--- config.mk ---
export PLATFORM = sky130hd
export DESIGN_NAME = spi_ctl_port
export DESIGN_NICKNAME = d
export VERILOG_FILES = /design/src/rtl/spictl_pkg.sv /design/src/rtl/cp_pin_sync.sv /design/src/rtl/cp_deframe.sv /design/src/rtl/cp_regbank.sv /design/src/rtl/spi_ctl_port.sv
export SDC_FILE = /design/constraint.sdc
export NUM_CORES = 1
export LEC_CHECK = 0
export BUFFER_PORTS_ARGS = -buffer_cell sky130_fd_sc_hd__buf_2
export CORE_MARGIN = 10
export CORE_UTILIZATION = 40
export CTS_CLUSTER_DIAMETER = 150
export CTS_CLUSTER_SIZE = 8
export DETAILED_ROUTE_END_ITERATION = 8
export MAX_ROUTING_LAYER = met4
export PLACE_DENSITY = 0.75
export SYNTH_ARGS = -nofsm -noshare
export SYNTH_HDL_FRONTEND = slang
export SYNTH_SLANG_ARGS = --single-unit
--- constraint.sdc ---
create_clock -name clk -period 3.7 [get_ports clk]
set_clock_uncertainty 0.2 [all_clocks]
set_input_delay 0.74 -clock clk [delete_from_list [all_inputs] [get_ports clk]]
set_output_delay 0.74 -clock clk [all_outputs]
set_load 0.01 [all_outputs]
--- src/rtl/spictl_pkg.sv ---
`timescale 1ns/1ps
package spictl_pkg;
    localparam int unsigned REG_W    = 8;
    localparam int unsigned NUM_REGS = 7;
    localparam int unsigned IDX_W    = 3;
    localparam int unsigned RO_REG   = 6;
    localparam int unsigned CTL_REG  = 1;
    localparam int unsigned RO_BITS  = 2;
    localparam logic [6:0]  DEV_ID   = 7'b0010000;
    localparam logic [7:0]  DEV_BYTE = {DEV_ID, 1'b0};

    typedef enum logic [1:0] {
        PH_DEV,
        PH_PTR,
        PH_DATA,
        PH_SKIP
    } phase_e;

    typedef struct packed {
        logic       incr;
        logic [3:0] zero;
        logic [2:0] idx;
    } ptr_t;

    typedef struct packed {
        logic act;
        logic rise_clk;
        logic data;
        logic fall_cs;
    } pinev_t;

    function automatic ptr_t make_ptr(input logic [7:0] b);
        ptr_t p;
        p.incr = b[7];
        p.zero = 4'b0000;
        p.idx  = b[2:0];
        return p;
    endfunction
endpackage

--- src/rtl/cp_pin_sync.sv ---
`timescale 1ns/1ps
module cp_pin_sync
    import spictl_pkg::*;
#(
    parameter int unsigned STAGES = 2
) (
    input  logic   clk,
    input  logic   rst,
    input  logic   cs_n,
    input  logic   sck,
    input  logic   sdi,
    output pinev_t ev
);
    localparam int unsigned MSB = STAGES - 1;

    logic [STAGES-1:0] cs_s, sck_s, sdi_s;
    logic              cs_d, sck_d;

    generate
        if (STAGES == 1) begin : g_one
            always_ff @(posedge clk) begin
                if (rst) begin
                    cs_s <= '1; sck_s <= '0; sdi_s <= '0;
                end else begin
                    cs_s <= cs_n; sck_s <= sck; sdi_s <= sdi;
                end
            end
        end else begin : g_chain
            always_ff @(posedge clk) begin
                if (rst) begin
                    cs_s <= '1; sck_s <= '0; sdi_s <= '0;
                end else begin
                    cs_s  <= {cs_s[STAGES-2:0], cs_n};
                    sck_s <= {sck_s[STAGES-2:0], sck};
                    sdi_s <= {sdi_s[STAGES-2:0], sdi};
                end
            end
        end
    endgenerate

    always_ff @(posedge clk) begin
        if (rst) begin
            cs_d  <= 1'b1;
            sck_d <= 1'b0;
        end else begin
            cs_d  <= cs_s[MSB];
            sck_d <= sck_s[MSB];
        end
    end

    always_comb begin
        ev.act      = ~cs_s[MSB];
        ev.rise_clk = sck_s[MSB] & ~sck_d & ~cs_s[MSB];
        ev.data     = sdi_s[MSB];
        ev.fall_cs  = ~cs_s[MSB] & cs_d;
    end
endmodule

--- src/rtl/cp_deframe.sv ---
`timescale 1ns/1ps
module cp_deframe
    import spictl_pkg::*;
#(
    parameter int unsigned W = REG_W
) (
    input  logic         clk,
    input  logic         rst,
    input  pinev_t       ev,
    output logic         byte_vld,
    output logic [W-1:0] byte_q
);
    localparam int unsigned CW = $clog2(W);

    logic [CW-1:0] cnt;
    logic [W-1:0]  sh;

    always_ff @(posedge clk) begin
        if (rst) begin
            cnt      <= '0;
            sh       <= '0;
            byte_vld <= 1'b0;
            byte_q   <= '0;
        end else begin
            byte_vld <= 1'b0;
            if (!ev.act) begin
                cnt <= '0;
            end else if (ev.rise_clk) begin
                sh  <= {sh[W-2:0], ev.data};
                cnt <= cnt + 1'b1;
                if (cnt == CW'(W - 1)) begin
                    byte_vld <= 1'b1;
                    byte_q   <= {sh[W-2:0], ev.data};
                end
            end
        end
    end

    a_r2_byte_inside_frame: assert property (@(posedge clk) disable iff (rst)
        byte_vld |-> $past(ev.act));
    a_r8_fresh_alignment: assert property (@(posedge clk) disable iff (rst)
        $rose(ev.act) |-> (cnt == '0));
endmodule

--- src/rtl/cp_regbank.sv ---
`timescale 1ns/1ps
module cp_regbank
    import spictl_pkg::*;
#(
    parameter int unsigned W = REG_W,
    parameter int unsigned N = NUM_REGS
) (
    input  logic             clk,
    input  logic             rst,
    input  logic             cs_act,
    input  logic             byte_vld,
    input  logic [W-1:0]     byte_q,
    input  logic [W-1:0]     status_i,
    input  logic [RO_BITS-1:0] ro_bits_i,
    output logic [N*W-1:0]   bank_o,
    output logic [W-1:0]     ptr_o
);
    localparam int unsigned N_STORE = RO_REG;
    localparam logic [W-1:0] RO_MASK = W'((1 << RO_BITS) - 1);

    logic [W-1:0]         rf [N_STORE];
    logic [N_STORE*W-1:0] rf_flat;
    ptr_t                 ptr_q;
    phase_e               phase;
    logic                 wr_en;

    assign wr_en = byte_vld && (phase == PH_DATA);
    assign ptr_o = ptr_q;

    always_ff @(posedge clk) begin
        if (rst) begin
            phase <= PH_DEV;
            ptr_q <= '0;
        end else if (byte_vld) begin
            unique case (phase)
                PH_DEV:  phase <= (byte_q == DEV_BYTE) ? PH_PTR : PH_SKIP;
                PH_PTR: begin
                    ptr_q <= make_ptr(byte_q);
                    phase <= PH_DATA;
                end
                PH_DATA: if (ptr_q.incr) ptr_q.idx <= ptr_q.idx + 1'b1;
                PH_SKIP: phase <= PH_SKIP;
                default: phase <= PH_SKIP;
            endcase
        end else if (!cs_act) begin
            phase <= PH_DEV;
        end
    end

    always_ff @(posedge clk) begin
        for (int i = 0; i < int'(N_STORE); i++) begin
            if (rst) begin
                rf[i] <= '0;
            end else if (wr_en && ptr_q.idx == IDX_W'(i)) begin
                rf[i] <= (i == int'(CTL_REG)) ? (byte_q & ~RO_MASK) : byte_q;
            end
        end
    end

    generate
        for (genvar g = 0; g < int'(N); g++) begin : g_out
            if (g == int'(RO_REG)) begin : g_stat
                assign bank_o[g*W +: W] = status_i;
            end else if (g == int'(CTL_REG)) begin : g_ctl
                assign bank_o[g*W +: W] = {rf[g][W-1:RO_BITS], ro_bits_i};
            end else begin : g_rw
                assign bank_o[g*W +: W] = rf[g];
            end
        end
        for (genvar k = 0; k < int'(N_STORE); k++) begin : g_flat
            assign rf_flat[k*W +: W] = rf[k];
        end
    endgenerate

    a_r3_bad_device_skips: assert property (@(posedge clk) disable iff (rst)
        (byte_vld && phase == PH_DEV && byte_q != DEV_BYTE) |=> (phase == PH_SKIP));
    a_r3_skip_writes_nothing: assert property (@(posedge clk) disable iff (rst)
        (phase == PH_SKIP) |=> $stable(rf_flat));
    a_r4_reserved_zero: assert property (@(posedge clk) disable iff (rst)
        ptr_q.zero == 4'b0000);
    a_r5_fixed_pointer: assert property (@(posedge clk) disable iff (rst)
        (wr_en && !ptr_q.incr) |=> $stable(ptr_q));
    a_r6_index_wraps: assert property (@(posedge clk) disable iff (rst)
        (wr_en && ptr_q.incr && ptr_q.idx == 3'd7) |=> (ptr_q.idx == 3'd0));
    a_r7_ro_bits_clear: assert property (@(posedge clk) disable iff (rst)
        (rf[CTL_REG] & RO_MASK) == '0);
endmodule

--- src/rtl/spi_ctl_port.sv ---
`timescale 1ns/1ps
module spi_ctl_port
    import spictl_pkg::*;
#(
    parameter int unsigned W          = REG_W,
    parameter int unsigned N          = NUM_REGS,
    parameter int unsigned SYNC_DEPTH = 2
) (
    input  logic               clk,
    input  logic               rst,
    input  logic               cs_n_i,
    input  logic               sck_i,
    input  logic               sdi_i,
    input  logic [W-1:0]       status_ro_i,
    input  logic [RO_BITS-1:0] ro_bits_i,
    output logic [N*W-1:0]     cfg_bank_o,
    output logic [W-1:0]       ptr_o,
    output logic               spi_mode_o
);
    pinev_t       ev;
    logic         byte_vld;
    logic [W-1:0] byte_q;
    logic         mode_q;

    cp_pin_sync #(.STAGES(SYNC_DEPTH)) u_sync (
        .clk(clk), .rst(rst), .cs_n(cs_n_i), .sck(sck_i), .sdi(sdi_i), .ev(ev)
    );

    cp_deframe #(.W(W)) u_deframe (
        .clk(clk), .rst(rst), .ev(ev), .byte_vld(byte_vld), .byte_q(byte_q)
    );

    cp_regbank #(.W(W), .N(N)) u_bank (
        .clk(clk), .rst(rst), .cs_act(ev.act), .byte_vld(byte_vld), .byte_q(byte_q),
        .status_i(status_ro_i), .ro_bits_i(ro_bits_i),
        .bank_o(cfg_bank_o), .ptr_o(ptr_o)
    );

    always_ff @(posedge clk) begin
        if (rst)             mode_q <= 1'b0;
        else if (ev.fall_cs) mode_q <= 1'b1;
    end
    assign spi_mode_o = mode_q;

    a_r9_mode_sticky: assert property (@(posedge clk) disable iff (rst)
        spi_mode_o |=> spi_mode_o);
    a_r9_mode_on_select: assert property (@(posedge clk) disable iff (rst)
        ev.fall_cs |=> spi_mode_o);
endmodule

==> impl_summary.log <==
[metrics] RSZ-0062 raised after global routing: false
[metrics] worst-case setup slack after placement: 1.51 ns
[metrics] number of violations of the max-capacitance limit: 0
[metrics] area of the die: 0.0124 mm²
[metrics] total of fill cells in the finished design: 770
[metrics] Initial DRT Pass Iterations: 4
[metrics] number of H-tree levels: 3
[metrics] overall track demand over capacity in global routing: 10.9%
[metrics] share of layout cells above drive strength 1: 26.5%
[metrics] starting density of the core: 40.7%
[metrics] largest fanout of any net on the critical path: 9
[metrics] DP Area: 0.00359 mm²
[metrics] count of buffers inserted at the top-level ports: 55
[metrics] number of hold violations in the final report: 0
[metrics] Final WS setup: 1.58 ns
[metrics] grt ovf: 0
[metrics] setup repair bufs after CTS: 0
[metrics] post-synthesis cell type count: 37
[metrics] number of placed instances with taps included: 413
[metrics] DIE HEIGHT: 111 µm
[metrics] complex-gate fraction of the synthesized area: 3.91%
[metrics] status: complete, no violations
[metrics] die width: 111 µm
[metrics] total vias in the final route: 2052
[metrics] total number of yosys warnings: 0
[metrics] residual DRC count: 0
[metrics] storage element area: 0.00206 mm²
[metrics] Clock Sink Count: 80
[metrics] post-cts gate resize count: 0
[metrics] CTS Buf Count: 9
[metrics] fraction of the core area covered by cells at the end of the flow: 46.2%
[metrics] CP cell instances: nor2b_1 -> nand3_2 -> nand2b_1
[metrics] endpoint kind of the worst setup timing path: flop
[metrics] Max Fclk: 471 MHz
[metrics] worst vdd rail ir drop: 0.227 mV
[metrics] clock latency of the later-clocked register in the worst-skew pair: 0.34 ns
[metrics] WP data required: 3.52 ns
[metrics] worst hold-check slack: 0.222 ns
[metrics] Worst path top cell family by delay: simple AND/OR/NAND/NOR gates
[metrics] area growth from synthesis to layout: 13.6%
[metrics] post-layout minimum cycle time: 2.12 ns
[metrics] Post-layout nets: 341
[metrics] Worst-path clk slew: 0.08 ns
[metrics] critical path launch point type: flop
[metrics] largest net degree at the start of global routing: 27
[metrics] IO Pins: 80
[metrics] post-synthesis cell count: 273
[metrics] arrival time at the worst endpoint: 1.94 ns
[metrics] Site Rows: 33
[metrics] number of pins with negative max-slew slack in the final report: 0
[metrics] clock tree from TritonCTS: done
[metrics] via-per-instance ratio: 4.78
[metrics] final clock period utilization by the worst path: 57.4%
[metrics] setup total negative slack: 0 ns
[metrics] wire length of the first global-routing pass: 10.7 mm
[metrics] Worst Hold Class: reg -> reg
[metrics] Slew @ Worst Pin: 0.694 ns
[metrics] critical path start-end classification: reg -> reg
[metrics] drt wl/cell: 15.0 µm
[metrics] worst slew margin relative to its limit: 53.6%
[metrics] Routed Antenna Nets: 0
[metrics] Critical Path Max Stage Delay: 0.62 ns
[metrics] first-iteration detailed-routing DRC count: 103
[metrics] XOR/XNOR Fraction of Synth Area: 0.263%
[metrics] final setup violation count: 0
[metrics] crit path max-delay cell type: sky130_fd_sc_hd__nor2b_1
[metrics] commonest non-fill, non-tap cell in the layout: sky130_fd_sc_hd__buf_2
[metrics] Tot Pwr: 1.64 mW
[metrics] # diodes: 0
[metrics] drt total wl: 6.45 mm
[metrics] quantity of hold-fixing buffers added after cts: 0
[metrics] Mapped Area: 0.00333 mm²
[metrics] clock buffer depth: 2
[metrics] CTS Root Buffer Type: sky130_fd_sc_hd__clkbuf_8
[metrics] number of synthesized flops with an enable pin: 46
[metrics] Non-Filler Instances: 429
[metrics] CORE AREA: 0.00818 mm²
[metrics] share of synthesized cell area in full adder, half adder and majority cells: 2.63%
[metrics] main combinational cell family by area after synthesis: simple AND/OR/NAND/NOR gates
[metrics] register bit total from synthesis: 80
[metrics] post-route cell area: 0.00378 mm²
[metrics] share of synthesized registers carrying an async set or reset: 0%
[metrics] multi-input combinational cell area: 0.00108 mm²
[metrics] half-perimeter wire length after placement: 4.56 mm
[metrics] PD cells: 434 mW/mm²
[metrics] commonest cells after routing, fill and taps aside: 55 x sky130_fd_sc_hd__buf_2, 46 x sky130_fd_sc_hd__edfxtp_1, 40 x sky130_fd_sc_hd__and2_1
[metrics] most frequently used flop master after synthesis: sky130_fd_sc_hd__edfxtp_1
[metrics] number of antenna violations at the first check in global routing: 0
[metrics] gpl congestion: 0.757
[metrics] multiplexer share of the synthesized area: 3.31%
[metrics] sequential-to-total area share from yosys stat: 62.0%
[metrics] Avg Inst Size Synth: 12.2 µm²
[metrics] static power due to leakage: 1.53 nW
[metrics] share of synthesized cell area in and, or, nand and nor gates: 22.0%
[metrics] worst path bufs/invs: 0
[metrics] vias in the first global route: 2128
-- final timing paths --
check | depth (start not counted) | to | slack, ns | startpoint
setup / recovery | 3 | u_bank.rf[1][11] | 1.58 | u_bank.phase[1]
hold / removal | 1 | u_sync.cs_s[1] | 0.22 | u_sync.cs_s[0]
setup reg to reg | 3 | u_bank.rf[1][11] | 1.58 | u_bank.phase[1]
hold reg to reg | 1 | u_sync.cs_s[1] | 0.22 | u_sync.cs_s[0]
-- flip-flops by register name, summed over array words and instances, names as in the netlist --
signal and count:
u_sync.sck_d 1, u_deframe.cnt 3, u_deframe.sh 7, u_deframe.byte_q 8, u_sync.cs_s 2, u_bank.phase 2, u_bank.ptr_o 4, spi_mode_o 1
u_sync.sdi_s 2, u_bank.rf 46, u_deframe.byte_vld 1, u_sync.cs_d 1, u_sync.sck_s 2
-- worst reg2reg max path: stages, from the launching register on --
cell and delay (ns):
sky130_fd_sc_hd__dfxtp_1 0.48, sky130_fd_sc_hd__nor2b_1 0.62, sky130_fd_sc_hd__nand3_2 0.19, sky130_fd_sc_hd__nand2b_1 0.33
-- cell usage after synthesis (3+ instances only) --
library cell               number  area [µm²]
sky130_fd_sc_hd__buf_4         18         135
sky130_fd_sc_hd__dfxtp_1       34         681
sky130_fd_sc_hd__o211ai_1       3        22.5
sky130_fd_sc_hd__clkbuf_1       4        15.0
sky130_fd_sc_hd__nand2b_1       5        31.3
sky130_fd_sc_hd__nor2b_1        8        50.1
sky130_fd_sc_hd__nand2_4        3        33.8
sky130_fd_sc_hd__nor3_1         8        40.0
sky130_fd_sc_hd__or2_2          3        18.8
sky130_fd_sc_hd__nor2_1        17        63.8
sky130_fd_sc_hd__inv_1          6        22.5
sky130_fd_sc_hd__ha_1           7        87.6
sky130_fd_sc_hd__edfxtp_1      46        1380
sky130_fd_sc_hd__a21oi_1       11        55.1
sky130_fd_sc_hd__and2_1        40         250
sky130_fd_sc_hd__nor2_4         4        45.0
sky130_fd_sc_hd__mux2i_1       11         110
sky130_fd_sc_hd__nand2_1       21        78.8
-- routing by layer --
layer / global-route usage, % / part of all wire, % / up-vias
met5: - / 0 / -
li1: - / - / 1006
met3: 3.79 / 8.0 / 11
met1: 12.5 / 45 / 964
met4: 4.71 / 1.2 / 0
met2: 16.8 / 46 / 71
-- cell families after synthesis --
group | count (synthesis)
and+or+nand+nor | 122
adders and majority gates | 7
muxes | 11
DFF | 80
other | 1
buffers and inverters | 31
AOI/OAI and AO/OA | 20
xor gates and xnor gates | 1
-- where the power goes --
part	leakage [nW]	internal [mW]	total, mW	switching [mW]
clock network	0.0872	0.311	0.615	0.304
logic	0.688	0.0200	0.0588	0.0387
registers	0.750	0.958	0.964	0.00617
-- cell type report --
type,instances,share of cell area [%]
Sequential cell,80,54.6
Multi-Input combinational cell,165,28.7
Timing Repair Buffer,57,7.68
Clock buffer,11,3.48
Tap cell,105,3.48
Clock inverter,5,1.52
Inverter,6,0.596
Note: power is estimated with default switching activity, not from simulation.
